$ cat config.mk
export PLATFORM = sky130hd
export DESIGN_NAME = gate_mod_unit
export DESIGN_NICKNAME = d
export VERILOG_FILES = /design/src/rtl/gate_mod_unit.sv
export SDC_FILE = /design/constraint.sdc
export NUM_CORES = 1
export LEC_CHECK = 0
export BUFFER_PORTS_ARGS = -buffer_cell sky130_fd_sc_hd__buf_4
export CORE_MARGIN = 2
export CORE_UTILIZATION = 41
export DETAILED_ROUTE_END_ITERATION = 7
export MAX_ROUTING_LAYER = met4
export PLACE_DENSITY = 0.6
export SKIP_LAST_GASP = 1
export SYNTH_ARGS = -nofsm -noshare
export SYNTH_HDL_FRONTEND = slang
export SYNTH_SLANG_ARGS = --single-unit
$ cat constraint.sdc
create_clock -name clk -period 2.48 [get_ports clk]
set_input_delay 0.496 -clock clk [delete_from_list [all_inputs] [get_ports clk]]
set_output_delay 0.496 -clock clk [all_outputs]
set_load 0.01 [all_outputs]
$ cat src/rtl/gate_mod_unit.sv
module gate_mod_unit #(
  parameter int TW = 16
) (
  input  logic          clk,
  input  logic          rst_n,
  input  logic          go,
  input  logic [TW-1:0] dividend,
  input  logic [TW-1:0] divisor,
  output logic          done,
  output logic [TW-1:0] rem
);
  localparam int CNTW = $clog2(TW + 1);

  logic            run_q, run_n;
  logic [CNTW-1:0] cnt_q, cnt_n;
  logic [TW-1:0]   sh_q, sh_n;
  logic [TW-1:0]   rem_q, rem_n;
  logic [TW-1:0]   dvs_q, dvs_n;
  logic            done_q, done_n;
  logic [TW:0]     trial, diff;

  assign trial = {rem_q, sh_q[TW-1]};
  assign diff  = trial - {1'b0, dvs_q};

  always_comb begin
    run_n  = run_q;
    cnt_n  = cnt_q;
    sh_n   = sh_q;
    rem_n  = rem_q;
    dvs_n  = dvs_q;
    done_n = 1'b0;
    if (go) begin
      run_n = 1'b1;
      cnt_n = CNTW'(TW);
      sh_n  = dividend;
      rem_n = '0;
      dvs_n = divisor;
    end else if (run_q) begin
      rem_n = (trial >= {1'b0, dvs_q}) ? diff[TW-1:0] : trial[TW-1:0];
      sh_n  = {sh_q[TW-2:0], 1'b0};
      cnt_n = cnt_q - CNTW'(1);
      if (cnt_q == CNTW'(1)) begin
        run_n  = 1'b0;
        done_n = 1'b1;
      end
    end
  end

  always_ff @(posedge clk or negedge rst_n) begin
    if (!rst_n) begin
      run_q  <= 1'b0;
      cnt_q  <= '0;
      sh_q   <= '0;
      rem_q  <= '0;
      dvs_q  <= '0;
      done_q <= 1'b0;
    end else begin
      run_q  <= run_n;
      cnt_q  <= cnt_n;
      sh_q   <= sh_n;
      rem_q  <= rem_n;
      dvs_q  <= dvs_n;
      done_q <= done_n;
    end
  end

  assign done = done_q;
  assign rem  = rem_q;

  // a finished remainder is always below its divisor
  p_rem_below_div_r4: assert property (@(posedge clk) disable iff (!rst_n)
    (done_q && dvs_q != '0) |-> (rem_q < dvs_q));
endmodule

==> results of run 1 <==
==> worst max-delay path: stages (launching register included) <==
cell      delay (ns)
dfrtp_1         0.42
ha_1            0.41
and4_4          0.29
nand3_2         0.09
a31oi_4         0.17
a211oi_4        0.07
buf_4           0.17
or3_1           0.36
a311oi_1        0.27
==> power by group <==
group | switching [mW] | internal [mW] | leakage, nW
clock | 0.315 | 0.230 | 0.0484
combinational | 0.961 | 0.883 | 1.36
sequential | 0.142 | 1.05 | 0.691
==> state kept, by name (all words and copies together) (netlist names) <==
register  cells
rem          16
done          1
dvs_q        16
run_q         1
cnt_q         5
sh_q         16
==> logic make-up after synthesis <==
kind of cell	share of synthesized area
AND/OR/NAND/NOR	0.166
AO/OA/AOI/OAI	0.208
flip-flops	0.401
buffers and inverters	0.0550
multiplexers	0.0703
adder cells (fa/ha/maj)	0.0714
XOR/XNOR	0.0281
==> synth_stat cells (all sizes together), types with 2 or more instances <==
cell type / count
nor3b: 4
and4: 3
ha: 18
a31oi: 6
nand2: 61
xnor2: 6
inv: 22
a2111o: 2
buf: 8
nor2: 25
a311oi: 6
mux2i: 23
nand2b: 4
nand3b: 2
nor3: 2
a41oi: 2
a211oi: 9
clkbuf: 12
o31a: 2
xor2: 5
o41ai: 2
o211a: 3
nand4: 3
a21oi: 14
o21ai: 44
o211ai: 2
nand3: 3
a21o: 5
or3: 3
nor2b: 7
dfrtp: 55
==> how the worst max path moves through the flow <==
stage	to	cells past startpoint	slack [ns]
floorplan	rem[14]	7	0.28
global placement	rem[2]	8	0.13
detailed placement	rem[14]	8	0.07
CTS	rem[14]	9	0.04
global route	rem[12]	8	-0.00002
finish	rem[2]	8	0.13
==> routing by layer <==
layer | vias up | routed length [um] | part of all wire
met5 | - | 0 | 0
met4 | 0 | 50 | 0.0064
met3 | 6 | 260 | 0.033
met2 | 44 | 3780 | 0.48
met1 | 1333 | 3700 | 0.48
li1 | 1446 | - | -
==> cell type report <==
type                       count  area share
sequential                    55       0.330
timing repair buffer          73       0.134
clock buffer                   7      0.0207
tap                          105      0.0314
inverter                      23      0.0207
multi-input combinational    278       0.462
clock inverter                 1     0.00210
==> repair_timing <==
item,4_1_cts,5_1_grt
buffers inserted,0,1
hold endpoints to repair,0,0
hold buffers,0,0
setup endpoints to repair,0,6
gates resized for setup,0,12
==> metrics by stage <==
stage / util / area, um^2
after CTS: 0.503 / 4110
after detailed placement: 0.491 / 4020
after global placement: 0.491 / 4020
after floorplan: - / 3430
after global routing: 0.511 / 4180
final: 0.511 / 4180
==> summary.md, run 1 <==
| Metric | Value |
|---|---|
| Max cap viols | 0 |
| Post-Synthesis Cells | 376 |
| 1st-pass router iterations | 4 |
| Met2 Use GR | 0.294 |
| Filler cells | 775 |
| Area grow syn2layout | 21.7% |
| Yosys top cell area share | 0.401 |
| Pwr Total | 3.58 mW |
| Die height | 95.5 um |
| Reg2Reg Setup Slack | 0.13 ns |
| Avg Vias per Cell | 5.22 |
| Critical R2R Capture | rem[2] |
| Worst Skew | 0.00667 ns |
| Place WS | 0.0703 ns |
| GR peak layer | met2 |
| Slew margin rel. | 0.530 |
| Crit path capture type | register |
| Via Count | 2829 |
| Hold slack | 0.227 ns |
| RR Startpoint | rem[9] |
| Synthesized cell area | 0.00343 mm^2 |
| Final hold viol count | 0 |
| Register area share after synthesis | 0.401 |
| Commonest non-fill, non-tap cell in the layout | buf_4 |
| Hold WC Path Type | in2async |
| Largest net degree at the start of global routing | 57 |
| Number of library cell types mapped by synthesis | 55 |
| Slew Viols, Final | 0 |
| Aggregate global-route resource usage | 0.189 |
| Later-pin clock latency in the skew report | 0.31 ns |
| Status | completed |
| Final cell count without fillers | 542 |
| Worst Slack Setup Final | 0.126 ns |
| # port buffers | 51 |
| Commonest non-fill, non-tap cells in the layout | 72 x buf_4, 61 x nand2_1, 54 x dfrtp_1 |
| Avg Inst Size Synth | 9.13 um^2 |
| Dpl cells | 533 |
| Routed Antenna Nets | 0 |
| TritonCTS buffer count | 5 |
| GRT met1 Usage | 0.262 |
| Final setup vio count | 0 |
| Post-route setup TNS | 0 ns |
| CTS Root Cell | clkbuf_8 |
| Sink Count | 55 |
| VDD IR max | 0.000304 V |
| Worst Setup SP | rem[9] |
| Final WL | 7790 um |
| Die X | 95.5 um |
| Initial Utilization | 0.420 |
| Layout cells sized above 1 | 0.236 |
| GP Congestion | 0.874 |
| Number of global-route vias before repair | 2754 |
| Crit Path Max Fanout | 6 |
| Syn. warnings | 0 |
| Multi-input logic area | 0.00193 mm^2 |
| Startpoint Class | register |
| Post-DP HPWL | 5750 um |
| Initial antenna violation count | 0 |
| Fin nets | 490 |
| Antenna Cells | 0 |
| RSZ-0062 raised after global routing | true |
| Tcrit/Tclk final | 0.949 |
| Clk slew on worst S/H paths | 0.10 ns |
| Synth Flop Type | dfrtp_1 |
| Ys async rst share | 1.00 |
| First-pass GRT wire length | 13400 um |
| Synth area leaders | dfrtp_1 40%, mux2i_1 6.7%, nand2_1 6.7% |
| Gr ovfl total | 0 |
| Setup Crit Path Kind | reg2reg |
| Top Ports | 52 |
| # DRC | 0 |
| Cell area power density | 857 mW/mm^2 |
| Worst-Margin Slew | 0.705 ns |
| Leakage power | 2.10 nW |
| First DRT Iteration DRCs | 106 |
| Mapped Nets | 430 |
| Routed wire per std cell | 14.4 um |
| Worst EP required | 2.69 ns |
| Area leader, netlist | dfrtp_1 |
| H-Tree Depth | 2 |
| CTS tree | built |
| Seq cells post-synth | 55 |
| Worst path arrival time | 2.57 ns |
| Core Footprint | 0.00818 mm^2 |
| Min cycle time layout | 2.35 ns |
| Worst R2R Path Depth | 8 |
| EDFF count, synth | 0 |
| Max Root-Sink Buffers | 2 |
| Row count | 33 |
| Die ar. | 0.00913 mm^2 |
| Register area | 0.00138 mm^2 |
| Met3 Usage GRT | 0.0340 |
| Fmax | 425 MHz |
Note: power is estimated with default switching activity, not from simulation.
==> run 2, diff against run 1 <==
==> constraint.sdc (replaced) <==
create_clock -name clk -period 2.9 [get_ports clk]
set_input_delay 0.58 -clock clk [delete_from_list [all_inputs] [get_ports clk]]
set_output_delay 0.58 -clock clk [all_outputs]
set_load 0.01 [all_outputs]
==> summary.md, run 2 (synthesis gave the netlist of run 1 again) <==
| Metric | Value |
|---|---|
| CTS tree | built |
| Initial Utilization | 0.420 (unchanged) |
| Final WL | 7630 um (-2.1%) |
| Multi-input logic area | 0.00187 mm^2 (-3.1%) |
| # DRC | 0 (unchanged) |
| Post-route setup TNS | 0 ns (unchanged) |
| Area grow syn2layout | 16.7% |
| Antenna Cells | 0 (unchanged) |
| Later-pin clock latency in the skew report | 0.31 ns (about the same) |
| First DRT Iteration DRCs | 113 (+6.6%) |
| # hold bufs at CTS | 0 (unchanged) |
| Setup Fix Bufs, Post-CTS | 0 (unchanged) |
| Slew margin rel. | 0.537 (+0.00700) |
| Gr ovfl total | 0 (unchanged) |
| Avg Vias per Cell | 5.34 (+2.3%) |
| Min cycle time layout | 2.56 ns (+0.202 ns) |
| Initial antenna violation count | 0 (unchanged) |
| Via Count | 2804 (-0.88%) |
| VDD IR max | 0.000255 V (-16%) |
| 1st-pass router iterations | 4 (unchanged) |
| Sink Count | 55 (unchanged) |
| Worst-Margin Slew | 0.695 ns (-0.0105 ns) |
| GP Congestion | 0.852 (-2.5%) |
| Place WS | 0.375 ns (+0.305 ns) |
| Row count | 33 (unchanged) |
| Number of global-route vias before repair | 2688 (-2.4%) |
| Cell area power density | 749 mW/mm^2 (-13%) |
| Die height | 95.5 um (unchanged) |
| Worst path arrival time | 2.78 ns (+0.21 ns) |
| Cts repair resizes | 0 (unchanged) |
| Hold WC Path Type | in2async |
| First-pass GRT wire length | 12900 um (-3.8%) |
| Max cap viols | 0 (unchanged) |
| Fin nets | 473 (-3.5%) |
| Register area | 0.00138 mm^2 (unchanged) |
| Startpoint Class | register |
| Largest net degree at the start of global routing | 56 (-1.8%) |
| Setup Crit Path Kind | reg2reg |
| Final setup vio count | 0 (unchanged) |
| TritonCTS buffer count | 5 (unchanged) |
| Tcrit/Tclk final | 0.882 (-0.0678) |
| Worst EP required | 3.12 ns (+0.43 ns) |
| Final hold viol count | 0 (unchanged) |
| # port buffers | 51 (unchanged) |
| Layout cells sized above 1 | 0.183 (-0.0524) |
| Fmax | 391 MHz (-7.9%) |
| Worst Skew | 0.0103 ns (+0.00362 ns) |
| Crit Path Max Fanout | 15 (+9) |
| Leakage power | 2.02 nW (-3.7%) |
| Slew Viols, Final | 0 (unchanged) |
| Die X | 95.5 um (unchanged) |
| Filler cells | 832 (+7.4%) |
| Post-DP HPWL | 5510 um (-4.2%) |
| Core Footprint | 0.00818 mm^2 (unchanged) |
| Die ar. | 0.00913 mm^2 (unchanged) |
| CTS Root Cell | clkbuf_8 |
| Aggregate global-route resource usage | 0.182 (-0.00704) |
| Worst Slack Setup Final | 0.344 ns (+0.218 ns) |
| Top Ports | 52 (unchanged) |
| Commonest non-fill, non-tap cell in the layout | nand2_1 |
| RSZ-0062 raised after global routing | false |
| Routed Antenna Nets | 0 (unchanged) |
| Crit path capture type | register |
| Routed wire per std cell | 14.5 um (+1.1%) |
| H-Tree Depth | 2 (unchanged) |
| Commonest non-fill, non-tap cells in the layout | 61 x nand2_1, 55 x buf_4, 54 x dfrtp_1 |
| Max Root-Sink Buffers | 2 (unchanged) |
| Clk slew on worst S/H paths | 0.11 ns (about the same) |
| Status | completed |
-- run 2: changes by cell type in the layout (fill, tap and decap cells not counted), sizes merged --
cell / previous run / this run
clkbuf: 7 / 6
clkinv: 2 / 1
buf: 73 / 56
bufinv: 0 / 1
inv: 22 / 23
-- run 2: final cells by class --
cell class / instances / area share
multi-input cells: 278 / 0.466
flip-flops and latches: 55 / 0.344
repair buffers: 56 / 0.108
well taps: 105 / 0.0328
inverters: 23 / 0.0215
clock buffers: 6 / 0.0181
clock inverters: 2 / 0.00968
-- run 2: worst max-delay path, stage by stage (launching register included) --
cell and delay, ns:
dfrtp_1 0.44, ha_1 0.48, and4b_2 0.34, nand3_2 0.10, a31oi_4 0.19, a211oi_4 0.11, buf_12 0.18, or3_1 0.37
a311oi_1 0.25
-- run 2: per-layer routing --
| metal | vias to the layer above | part of all wire | GRT usage |
|---|---|---|---|
| met2 | 37 | 0.47 | 0.286 |
| li1 | 1416 | - | - |
| met3 | 8 | 0.025 | 0.0277 |
| met1 | 1343 | 0.49 | 0.249 |
| met4 | 0 | 0.012 | 0.0429 |
| met5 | - | 0 | - |
-- run 2: final timing paths --
check | end | cells past startpoint | start | slack (ns)
min reg2reg | cnt_q[4] | 2 | cnt_q[4] | 0.52
max in group asynchronous | run_q | 1 | rst_n | 2.11
max | rem[2] | 8 | rem[12] | 0.34
min | dvs_q[4] | 1 | rst_n | 0.31
min in group clk | dvs_q[14] | 3 | divisor[14] | 0.46
max reg2reg | rem[2] | 8 | rem[12] | 0.34
-- run 2: power breakdown --
part / internal [mW] / switching, mW / leakage [nW] / total [mW]
Combinational: 0.666 / 0.775 / 1.28 / 1.44
Clock: 0.262 / 0.271 / 0.0558 / 0.532
Sequential: 0.898 / 0.130 / 0.691 / 1.03
-- run 2: metrics by stage --
step                power, mW  hold WS (ns)  instance area [um^2]  cells   util
global placement         2.46         0.501                  3900    517  0.477
detailed placement       2.48         0.501                  3900    517  0.477
floorplan                2.09         0.284                  3430    376      -
CTS                      3.02         0.343                  4010    525  0.490
global route             3.22         0.368                  4010    525  0.490
finish                   3.00         0.305                  4010    525  0.490
==> run 3, diff against run 2 <==
--- a/config.mk
+++ b/config.mk
@@ -5,12 +5,13 @@
 export SDC_FILE = /design/constraint.sdc
 export NUM_CORES = 1
 export LEC_CHECK = 0
+export ABC_AREA = 1
 export BUFFER_PORTS_ARGS = -buffer_cell sky130_fd_sc_hd__buf_4
 export CORE_MARGIN = 2
 export CORE_UTILIZATION = 41
 export DETAILED_ROUTE_END_ITERATION = 7
 export MAX_ROUTING_LAYER = met4
-export PLACE_DENSITY = 0.6
+export PLACE_DENSITY = 0.59
 export SKIP_LAST_GASP = 1
 export SYNTH_ARGS = -nofsm -noshare
 export SYNTH_HDL_FRONTEND = slang
==> summary.md, run 3 <==
| Metric | Value |
|---|---|
| CTS Root Cell | clkbuf_8 |
| Final hold viol count | 0 (unchanged) |
| Max cap viols | 0 (unchanged) |
| Yosys top cell area share | 0.376 (-0.0245) |
| Final cell count without fillers | 635 (+21%) |
| Routed Antenna Nets | 0 (unchanged) |
| Worst-Margin Slew | 0.967 ns (+0.272 ns) |
| Via Count | 3085 (+10%) |
| Mapped Nets | 534 (+24%) |
| # hold bufs at CTS | 0 (unchanged) |
| Fmax | 466 MHz (+19%) |
| Top Ports | 52 (unchanged) |
| GRT met1 Usage | 0.281 (+0.0319) |
| Fin nets | 580 (+23%) |
| H-Tree Depth | 2 (unchanged) |
| Syn. warnings | 0 (unchanged) |
| Final WL | 8530 um (+12%) |
| Seq cells post-synth | 55 (unchanged) |
| Die ar. | 0.00969 mm^2 (+6.2%) |
| Worst Skew | 0.0106 ns (+0.000290 ns) |
| Ys async rst share | 1.00 (unchanged) |
| Status | completed |
| Number of global-route vias before repair | 3105 (+16%) |
| # DRC | 0 (unchanged) |
| Crit path capture type | register |
| Antenna Cells | 0 (unchanged) |
| Post-Synthesis Cells | 480 (+28%) |
| Max Root-Sink Buffers | 2 (unchanged) |
| Post-route setup TNS | 0 ns (unchanged) |
| Routed wire per std cell | 13.4 um (-7.5%) |
| RSZ-0062 raised after global routing | false |
| GR peak layer | met2 |
| Post-DP HPWL | 6490 um (+18%) |
| Clk slew on worst S/H paths | 0.11 ns (about the same) |
| VDD IR max | 0.000407 V (+60%) |
| First DRT Iteration DRCs | 150 (+33%) |
| Pwr Total | 3.80 mW (+27%) |
| TritonCTS buffer count | 5 (unchanged) |
| Placed cell area | 0.00410 mm^2 (+5.1%) |
| Avg Vias per Cell | 4.86 (-9.0%) |
| Min cycle time layout | 2.15 ns (-0.408 ns) |
| Crit Path Max Fanout | 17 (+2) |
| Initial antenna violation count | 0 (unchanged) |
| Largest net degree at the start of global routing | 56 (unchanged) |
| Layout cells sized above 1 | 0.209 (+0.0254) |
| Worst path arrival time | 2.41 ns (-0.37 ns) |
| Area leader, netlist | dfrtp_1 |
| Synth area leaders | dfrtp_1 38%, nand2_1 14%, inv_1 8.7% |
| Top cells by count, synth | 136 x nand2_1, 85 x inv_1, 55 x dfrtp_1 |
| Aggregate global-route resource usage | 0.195 (+0.0130) |
| Avg Inst Size Synth | 7.62 um^2 (-17%) |
| First-pass GRT wire length | 14900 um (+16%) |
| Slew margin rel. | 0.355 (-0.182) |
| Worst EP required | 3.16 ns (+0.04 ns) |
| Synth Flop Type | dfrtp_1 |
| Setup Crit Path Kind | reg2reg |
| Cell area power density | 908 mW/mm^2 (+21%) |
| Util after Layout | 0.482 (-0.00809) |
| Dpl cells | 627 (+21%) |
| Core Footprint | 0.00868 mm^2 (+6.2%) |
| Area grow syn2layout | 14.4% |
| Worst R2R Path Depth | 12 (+4) |
| Final setup vio count | 0 (unchanged) |
| Slew Viols, Final | 0 (unchanged) |
| EDFF count, synth | 0 (unchanged) |
| Cts repair resizes | 0 (unchanged) |
| Gr ovfl total | 0 (unchanged) |
| Met2 Use GR | 0.295 (+0.00900) |
| 1st-pass router iterations | 5 (+1) |
| Register area share after synthesis | 0.376 (-0.0245) |
| Design area | 0.00419 mm^2 (+4.4%) |
| Top-count cell post-synth | nand2_1 |
| Initial Utilization | 0.422 (+0.00146) |
| Row count | 34 (+3.0%) |
| Met3 Usage GRT | 0.0227 (-0.00497) |
| Sink Count | 55 (unchanged) |
| Die height | 98.5 um (+3.1%) |
| Commonest non-fill, non-tap cell in the layout | nand2_1 |
| # port buffers | 51 (unchanged) |
| Leakage power | 2.28 nW (+13%) |
| GP Congestion | 0.854 (+0.19%) |
| Tcrit/Tclk final | 0.741 (-0.141) |
| Hold WC Path Type | in2async |
| Setup Fix Bufs, Post-CTS | 0 (unchanged) |
| Commonest non-fill, non-tap cells in the layout | 136 x nand2_1, 85 x inv_1, 55 x dfrtp_1 |
| CTS tree | built |
| Later-pin clock latency in the skew report | 0.32 ns (about the same) |
| Synthesized cell area | 0.00366 mm^2 (+6.5%) |
| Startpoint Class | register |
| Number of library cell types mapped by synthesis | 36 (-35%) |
| Die X | 98.5 um (+3.1%) |
[run 3: cell count changes after synthesis, sizes merged, moves of 6 or more]
cell    delta
a211oi     -9
nand3b     +6
mux2i     -23
nand2     +90
nor2b      -7
o21ai     -16
o221ai    +14
a31oi      -6
inv       +71
a311oi     -6
nand3     +43
[run 3: area by class of cell]
type | instances | area [um^2]
well taps | 108 | 135
flip-flops and latches | 55 | 1380
multi-input cells | 318 | 1840
inverters | 94 | 353
clock buffers | 5 | 68.8
repair buffers | 52 | 390
fillers | 896 | 4490
clock inverters | 3 | 18.8
[run 3: metrics by stage]
| stage | hold WS (ns) | worst slack (ns) |
|---|---|---|
| finish | 0.302 | 0.752 |
| global route | 0.348 | 0.540 |
| CTS | 0.331 | 0.752 |
| detailed placement | 0.454 | 0.569 |
| global placement | 0.452 | 0.651 |
| floorplan | 0.284 | 1.07 |
[run 3: worst paths after layout]
kind                            start        to  slack (ns)
min                             rst_n   sh_q[5]        0.30
max reg2reg                    rem[6]   rem[12]        0.75
min reg2reg                  cnt_q[3]  cnt_q[3]        0.47
max                            rem[6]   rem[12]        0.75
min in group clk           divisor[0]  dvs_q[0]        0.46
max in group asynchronous       rst_n  sh_q[12]        2.14
[run 3: cell families after synthesis]
group                      synth area share
AOI/OAI and AO/OA                    0.0930
and+or+nand+nor                       0.327
xor gates and xnor gates             0.0168
buffers and inverters                 0.120
DFF                                   0.376
adders and majority gates            0.0670
[run 3: metal layers]
metal / vias up / share of wire
met5: - / 0
met4: 0 / 0.017
met3: 11 / 0.026
met2: 50 / 0.44
met1: 1409 / 0.52
li1: 1615 / -
[run 3: worst max-delay path, stage by stage, from the launching register on]
cell and delay (ns):
dfrtp_1 0.44, ha_1 0.40, nand2_2 0.16, inv_1 0.05, nand2_1 0.06, nand2_1 0.08
inv_2 0.08, nand3_2 0.12, nand2_4 0.23, nand2_8 0.16, nand3_2 0.13, nand3_2 0.08
nand2_2 0.09
[run 3: power by group]
part / switching, mW / internal (mW) / total [mW]
sequential: 0.131 / 0.924 / 1.06
combinational: 1.44 / 0.871 / 2.31
clock: 0.265 / 0.171 / 0.435
